**src/rtl/wk_pkg.sv**
```systemverilog
// Shared constants for the wake-up event block: source count, status bit
// positions and the register layout. Assumes five event sources.
package wk_pkg;
    localparam int NSRC      = 5;
    localparam int SRC_RTC   = 0;
    localparam int SRC_RING  = 1;
    localparam int SRC_ADP   = 2;
    localparam int SRC_HSYNC = 3;
    localparam int SRC_KEY   = 4;
    localparam int EN_BASE   = 7;
    localparam int REG_W     = 16;
endpackage

```
**src/rtl/wk_sync.sv**
```systemverilog
// Two-flop synchroniser for W independent asynchronous lines.
// Assumes the inputs are already active-high; the reset value is inactive.
module wk_sync #(
    parameter int W = 1
) (
    input  logic         clk,
    input  logic         rst_n,
    input  logic [W-1:0] async_in,
    output logic [W-1:0] sync_out
);
    logic [W-1:0] meta_q;

    // Two register stages that bring the asynchronous lines into the clock domain.
    always_ff @(posedge clk) begin
        if (!rst_n) begin
            meta_q   <= '0;
            sync_out <= '0;
        end else begin
            meta_q   <= async_in;
            sync_out <= meta_q;
        end
    end
endmodule

```
**src/rtl/wk_tick.sv**
```systemverilog
// Sample strobe generator. Divides the block clock by DIV and gives a
// one-cycle strobe in the last cycle of each period. Assumes DIV >= 2.
module wk_tick #(
    parameter int DIV = 16
) (
    input  logic clk,
    input  logic rst_n,
    output logic tick
);
    localparam int CW = (DIV > 2) ? $clog2(DIV) : 1;
    localparam logic [CW-1:0] LAST = CW'(DIV - 1);

    logic [CW-1:0] cnt_q;

    // Free-running counter that wraps at DIV-1.
    always_ff @(posedge clk) begin
        if (!rst_n)         cnt_q <= '0;
        else if (cnt_q == LAST) cnt_q <= '0;
        else                cnt_q <= cnt_q + 1'b1;
    end

    assign tick = (cnt_q == LAST);

    // two strobes are never adjacent
    a_r3_tick_spacing: assert property (@(posedge clk) disable iff (!rst_n)
        tick |=> !tick);
endmodule

```
**src/rtl/wk_filter.sv**
```systemverilog
// Debounce filter for one synchronised line. On each strobe it shifts in a
// sample and flags the line active once SAMPLES consecutive samples are 1.
// It emits a one-cycle pulse when the filtered level turns active.
module wk_filter #(
    parameter int SAMPLES = 4
) (
    input  logic clk,
    input  logic rst_n,
    input  logic tick,
    input  logic din,
    output logic rise
);
    logic [SAMPLES-1:0] hist_q;
    logic               filt;
    logic               filt_q;

    // Sample history, advanced only on the strobe.
    always_ff @(posedge clk) begin
        if (!rst_n)   hist_q <= '0;
        else if (tick) hist_q <= {hist_q[SAMPLES-2:0], din};
    end

    assign filt = &hist_q;

    // Filtered level delayed by one cycle for edge detection.
    always_ff @(posedge clk) begin
        if (!rst_n) filt_q <= 1'b0;
        else        filt_q <= filt;
    end

    assign rise = filt & ~filt_q;

    // a qualified event appears only on the cycle after a strobe
    a_r2_rise_after_tick: assert property (@(posedge clk) disable iff (!rst_n)
        rise |-> $past(tick));
    // the event pulse lasts one cycle
    a_r11_single_pulse: assert property (@(posedge clk) disable iff (!rst_n)
        rise |=> !rise);
endmodule

```
**src/rtl/wk_wake_ctrl.sv**
```systemverilog
// Wake-up event controller. It debounces five event lines and keeps a
// write-one-to-clear sticky status bit per line, plus an enable bit per line.
// It drives a masked interrupt and an unmaskable wake-up request.
// Assumes clk is the 4 kHz low-power clock and that register writes are
// single-cycle strobes in the same domain.
module wk_wake_ctrl
    import wk_pkg::*;
#(
    parameter int DIV     = 16,
    parameter int SAMPLES = 4
) (
    input  logic             clk,
    input  logic             rst_n,
    input  logic             wake_key_n,
    input  logic             rtc_alarm,
    input  logic             ring_ind,
    input  logic             adapter_evt,
    input  logic             hotsync,
    input  logic             reg_we,
    input  logic [REG_W-1:0] reg_wdata,
    output logic [REG_W-1:0] reg_rdata,
    output logic             irq,
    output logic             wake
);
    localparam int GAP_LO = EN_BASE - NSRC;
    localparam int GAP_HI = REG_W - EN_BASE - NSRC;

    logic [NSRC-1:0] raw;
    logic [NSRC-1:0] synced;
    logic [NSRC-1:0] set_evt;
    logic [NSRC-1:0] clr;
    logic [NSRC-1:0] status_q;
    logic [NSRC-1:0] en_q;
    logic            tick;
    logic            unused_wdata_bits;

    // Gather the inputs into source order, active high.
    always_comb begin
        raw            = '0;
        raw[SRC_RTC]   = rtc_alarm;
        raw[SRC_RING]  = ring_ind;
        raw[SRC_ADP]   = adapter_evt;
        raw[SRC_HSYNC] = hotsync;
        raw[SRC_KEY]   = ~wake_key_n;
    end

    wk_sync #(.W(NSRC)) u_sync (
        .clk      (clk),
        .rst_n    (rst_n),
        .async_in (raw),
        .sync_out (synced)
    );

    wk_tick #(.DIV(DIV)) u_tick (
        .clk   (clk),
        .rst_n (rst_n),
        .tick  (tick)
    );

    for (genvar i = 0; i < NSRC; i++) begin : g_filt
        wk_filter #(.SAMPLES(SAMPLES)) u_filt (
            .clk   (clk),
            .rst_n (rst_n),
            .tick  (tick),
            .din   (synced[i]),
            .rise  (set_evt[i])
        );
    end

    assign clr = reg_we ? reg_wdata[NSRC-1:0] : '0;

    // Sticky status: a new event sets the bit, a software 1 clears it, and set wins.
    always_ff @(posedge clk) begin
        if (!rst_n) status_q <= '0;
        else        status_q <= (status_q & ~clr) | set_evt;
    end

    // Interrupt enables, loaded on every register write.
    always_ff @(posedge clk) begin
        if (!rst_n)      en_q <= '0;
        else if (reg_we) en_q <= reg_wdata[EN_BASE +: NSRC];
    end

    assign reg_rdata = {{GAP_HI{1'b0}}, en_q, {GAP_LO{1'b0}}, status_q};
    assign irq       = |(status_q & en_q);
    assign wake      = |status_q;

    assign unused_wdata_bits = ^{reg_wdata[REG_W-1:EN_BASE+NSRC], reg_wdata[EN_BASE-1:NSRC]};

    for (genvar i = 0; i < NSRC; i++) begin : g_chk
        // a set that collides with a clear leaves the bit set
        a_r9_set_wins: assert property (@(posedge clk) disable iff (!rst_n)
            set_evt[i] |=> status_q[i]);
        // a clear with no event leaves the bit at 0
        a_r5_clear: assert property (@(posedge clk) disable iff (!rst_n)
            (reg_we && reg_wdata[i] && !set_evt[i]) |=> !status_q[i]);
        // with no event and no clear, the bit holds
        a_r4_sticky: assert property (@(posedge clk) disable iff (!rst_n)
            (!set_evt[i] && !(reg_we && reg_wdata[i])) |=> $stable(status_q[i]));
    end
endmodule

```
**config.mk**
```make
export PLATFORM = sky130hd
export DESIGN_NAME = wk_wake_ctrl
export DESIGN_NICKNAME = d
export VERILOG_FILES = /design/src/rtl/wk_pkg.sv /design/src/rtl/wk_sync.sv /design/src/rtl/wk_tick.sv /design/src/rtl/wk_filter.sv /design/src/rtl/wk_wake_ctrl.sv
export SDC_FILE = /design/constraint.sdc
export NUM_CORES = 1
export LEC_CHECK = 0
export BUFFER_PORTS_ARGS = -buffer_cell sky130_fd_sc_hd__buf_2
export CAP_MARGIN = 20
export CORE_MARGIN = 3
export CORE_UTILIZATION = 40
export CTS_BUF_LIST = sky130_fd_sc_hd__clkbuf_16
export CTS_CLUSTER_DIAMETER = 50
export DETAILED_ROUTE_END_ITERATION = 6
export PLACE_DENSITY = 0.71
export RECOVER_POWER = 50
export SYNTH_ARGS = -nofsm -noshare
export SYNTH_HDL_FRONTEND = slang
export SYNTH_SLANG_ARGS = --single-unit
export TNS_END_PERCENT = 1
```
**constraint.sdc**
```tcl
create_clock -name clk -period 3 [get_ports clk]
set_clock_uncertainty 0.2 [all_clocks]
set_input_delay 0.45 -clock clk [delete_from_list [all_inputs] [get_ports clk]]
set_output_delay 0.45 -clock clk [all_outputs]
set_load 0.01 [all_outputs]
```
==> impl_results.md <==
* CP top delay family: compound AO/OA/AOI/OAI gates
* Die area at between 5000 and 6000 µm²
* Worst path required time at 2350 ps
* Pwr Total at approximately 1.2 mW
* Wire length per cell at between 10 and 15 µm
* # hold bufs at CTS at 0
* Setup ws final at approximately 1200 ps
* Final Cell Area at a little over 2000 µm²
* Vias per Instance at approximately 4.7
* Worst skew pair latency at 280 ps
* Max Freq at around 540 MHz
* Resized Gates After CTS at 0
* Hold path cells at 2
* Setup Buffers After CTS at 0
* Met2 Usage GRT at 0.177
* Final hold vios at 0
* Max Slew Vio Count at 0
* Crit-path slowest cell: a222oi_1
* Via count at around 1300
* Yosys reg bits at a little under 50
* TritonRoute pass-1 iters at 4
* Area post-placement at 1920 µm²
* Crit path from: status_q[0]$_SDFF_PN0_
* Post-Synthesis Mean Instance Area at approximately 9.2 µm²
* Slowest stage delay, CP at around 360 ps
* Layout cells sized above 1 at 0.135
* Dpl hpwl at around 1.8 mm
* # rows at 23
* Root buffer cell: clkbuf_16
* Tcrit/Tclk final at 0.616
* Final nets at around 250
* Max Cap Viol at 0
* Distinct cells, synth at 26
* Reg2reg end: u_tick.cnt_q[1]$_SDFF_PP0_
* Crit end category: output pin
* Buf+Inv Stages, Crit Path at 1
* Worst-path fanout max at 4
* Synth-to-layout area growth at 14.4%
* Hold EP: u_sync.meta_q[4]$_SDFF_PN0_
* Global-route wire length before repair at about 4.8 mm
* Switching Fraction at 0.201
* Max_slew headroom at 0.552
* Synth Warn # at 0
* Drt drc at 0
* Psw at between 0.2 and 0.25 mW
* R2r startpoint: u_tick.cnt_q[0]$_SDFF_PP0_
* Dpl ws at roughly 1300 ps
* Clock group share of total power at 0.417
* Total internal power at just under 1 mW
* Core area at approximately 4200 µm²
* Critical path arrival at 1200 ps
* Grt ovf at 0
* RSZ-0062 raised after global routing: false
* CTS buffer count at 5
* Routability cong. at around 0.68
* DRT Wirelength at ~2.9 mm
* Initial antenna violation count at 0
* R2R depth at 4
* Grt met1 use at 0.147
* H-tree depth at 2
* GR Layer Usage met3 at 0.0331
* Combinational Power Share at 0.041
* Outcome: complete, no violations
* Hold wc startpoint: wake_key_n
* Reg clk slew, reported paths at 60 ps
* Maximum vdd ir drop at ~0.34 mV
* Die Wd at around 73 µm
* Die Y at approximately 73 µm
* Largest net degree at the start of global routing at 50
* Number of I/O pins at 42
* Hold Crit Class: input pin to flip-flop
* Crit path launch type: flip-flop
* Initial core utilization at 0.430
* Seq/Total Area, Yosys at 0.547
* ANT cells at 0
* Top Usage Layer GRT: met2
* Final Setup Violations at 0
* Worst path cell trace: a222oi_1 -> nand2_1 -> buf_2
* Antenna Nets Post-Route at 0
* Vias in the first global route at 1127
* Fillers at about 400
* Number of port buffers at 29
* WP depth at 3
* Tot GR Track Use at 0.117
* Synth Instances at just under 200
* CTS tree: done
* Clock tree sinks at slightly below 50
* Critical path class: flip-flop to output pin
* R2r setup slk at 1370 ps
* Worst-margin pin slew at between 600 and 700 ps
* Setup TNS at 0 ps
* PD cells at 603 nW/µm²
* Minimum clock period at ~1800 ps
* Post-Syn Area at roughly 1800 µm²
* 1st-iter DRT viols at 105
* Static leakage at around 0.8 nW
* Register share of total power at 0.542
* Max Buffers Root-to-Sink at 2
-- metal layers --
layer,part of all wire,vias to the layer above,wire length (µm)
met4,0.015,0,43
met3,0.083,5,238
li1,-,680,-
met5,0,-,0
met1,0.50,558,1430
met2,0.40,46,1150
-- cell type report --
cell class                 count  area [µm²]  share of cell area
clock buffer                   5         125              0.0609
clock inverter                 3        12.5             0.00609
inverter                       1        3.75             0.00183
multi-input combinational    134         724               0.353
sequential                    49         981               0.478
tap                           50        62.6              0.0305
timing repair buffer          30         144              0.0701
-- cells by family (layout without fill, tap and decap cells) --
family                     count (synthesis)  after routing  share of synthesized area
adders and majority gates                  1              1                    0.00697
DFF                                       49             49                      0.547
and+or+nand+nor                           91             91                      0.227
buffers and inverters                     17             39                     0.0600
muxes                                      5              5                     0.0279
xor gates and xnor gates                   1              1                    0.00488
AOI/OAI and AO/OA                         30             30                      0.124
other                                      1              6                    0.00209
-- flip-flops by register name, summed over array words and instances, names as in the netlist --
| name | count |
|---|---|
| u_tick.cnt_q | 4 |
| g_filt.u_filt.filt_q | 5 |
| u_sync.meta_q | 5 |
| u_sync.sync_out | 5 |
| en_q | 5 |
| status_q | 5 |
| g_filt.u_filt.hist_q | 20 |
-- Yosys cell counts (all sizes together) --
library cell / n / area [µm²]
a21boi: 21 / 158
a21oi: 1 / 5.00
a222oi: 1 / 10.0
a22oi: 1 / 7.51
and2: 10 / 62.6
and3: 2 / 13.8
buf: 13 / 92.6
clkbuf: 3 / 11.3
conb: 1 / 3.75
dfxtp: 49 / 981
ha: 1 / 12.5
inv: 1 / 3.75
mux2i: 5 / 50.1
nand2: 53 / 199
nand3: 11 / 55.1
nand4b: 1 / 8.76
nor2: 7 / 26.3
nor2b: 6 / 37.5
nor3: 1 / 5.00
o21ai: 1 / 5.00
o31ai: 5 / 37.5
xor2: 1 / 8.76
-- how the worst max path moves through the flow --
stage,end,slack (ps)
6_report,irq,1150
3_3_place_gp,status_q[4]$_SDFF_PN0_,1320
2_1_floorplan,irq,1560
4_1_cts,irq,1160
5_1_grt,irq,1130
3_5_place_dp,status_q[1]$_SDFF_PN0_,1270
-- power groups by stage --
stage,clock (mW),sequential (mW),combinational [mW]
CTS,0.535,0.671,0.0529
floorplan,0,0.687,0.0385
global placement,0,0.685,0.0516
detailed placement,0,0.686,0.0525
global route,0.557,0.673,0.0578
finish,0.516,0.672,0.0508
-- cell usage in the layout, fill, tap and decap left out --
cell,netlist,routed
nand2_1,53,53
dfxtp_1,49,49
buf_2,5,22
a21boi_1,20,20
nand3_1,11,11
and2_1,10,8
nor2_1,7,7
clkbuf_1,3,7
nor2b_1,6,6
conb_1,1,6
o31ai_1,5,5
mux2i_1,5,5
clkbuf_16,0,5
and2_0,0,2
clkinv_1,0,2
a222oi_1,1,1
a22oi_1,1,1
nor3_1,1,1
and3_2,1,1
nand4b_1,1,1
inv_1,1,1
a21oi_1,1,1
o21ai_0,1,1
a21boi_0,1,1
xor2_1,1,1
and3_1,1,1
ha_1,1,1
clkinv_2,0,1
buf_4,6,1
-- through the flow --
| step | hold slack (ps) | utilization | cells |
|---|---|---|---|
| floorplan | 195 | - | 200 |
| global placement | 200 | 0.461 | 264 |
| detailed placement | 206 | 0.461 | 264 |
| CTS | 111 | 0.494 | 272 |
| global route | 119 | 0.492 | 272 |
| finish | 118 | 0.492 | 272 |
No activity file was read; power rests on OpenSTA's default activity.
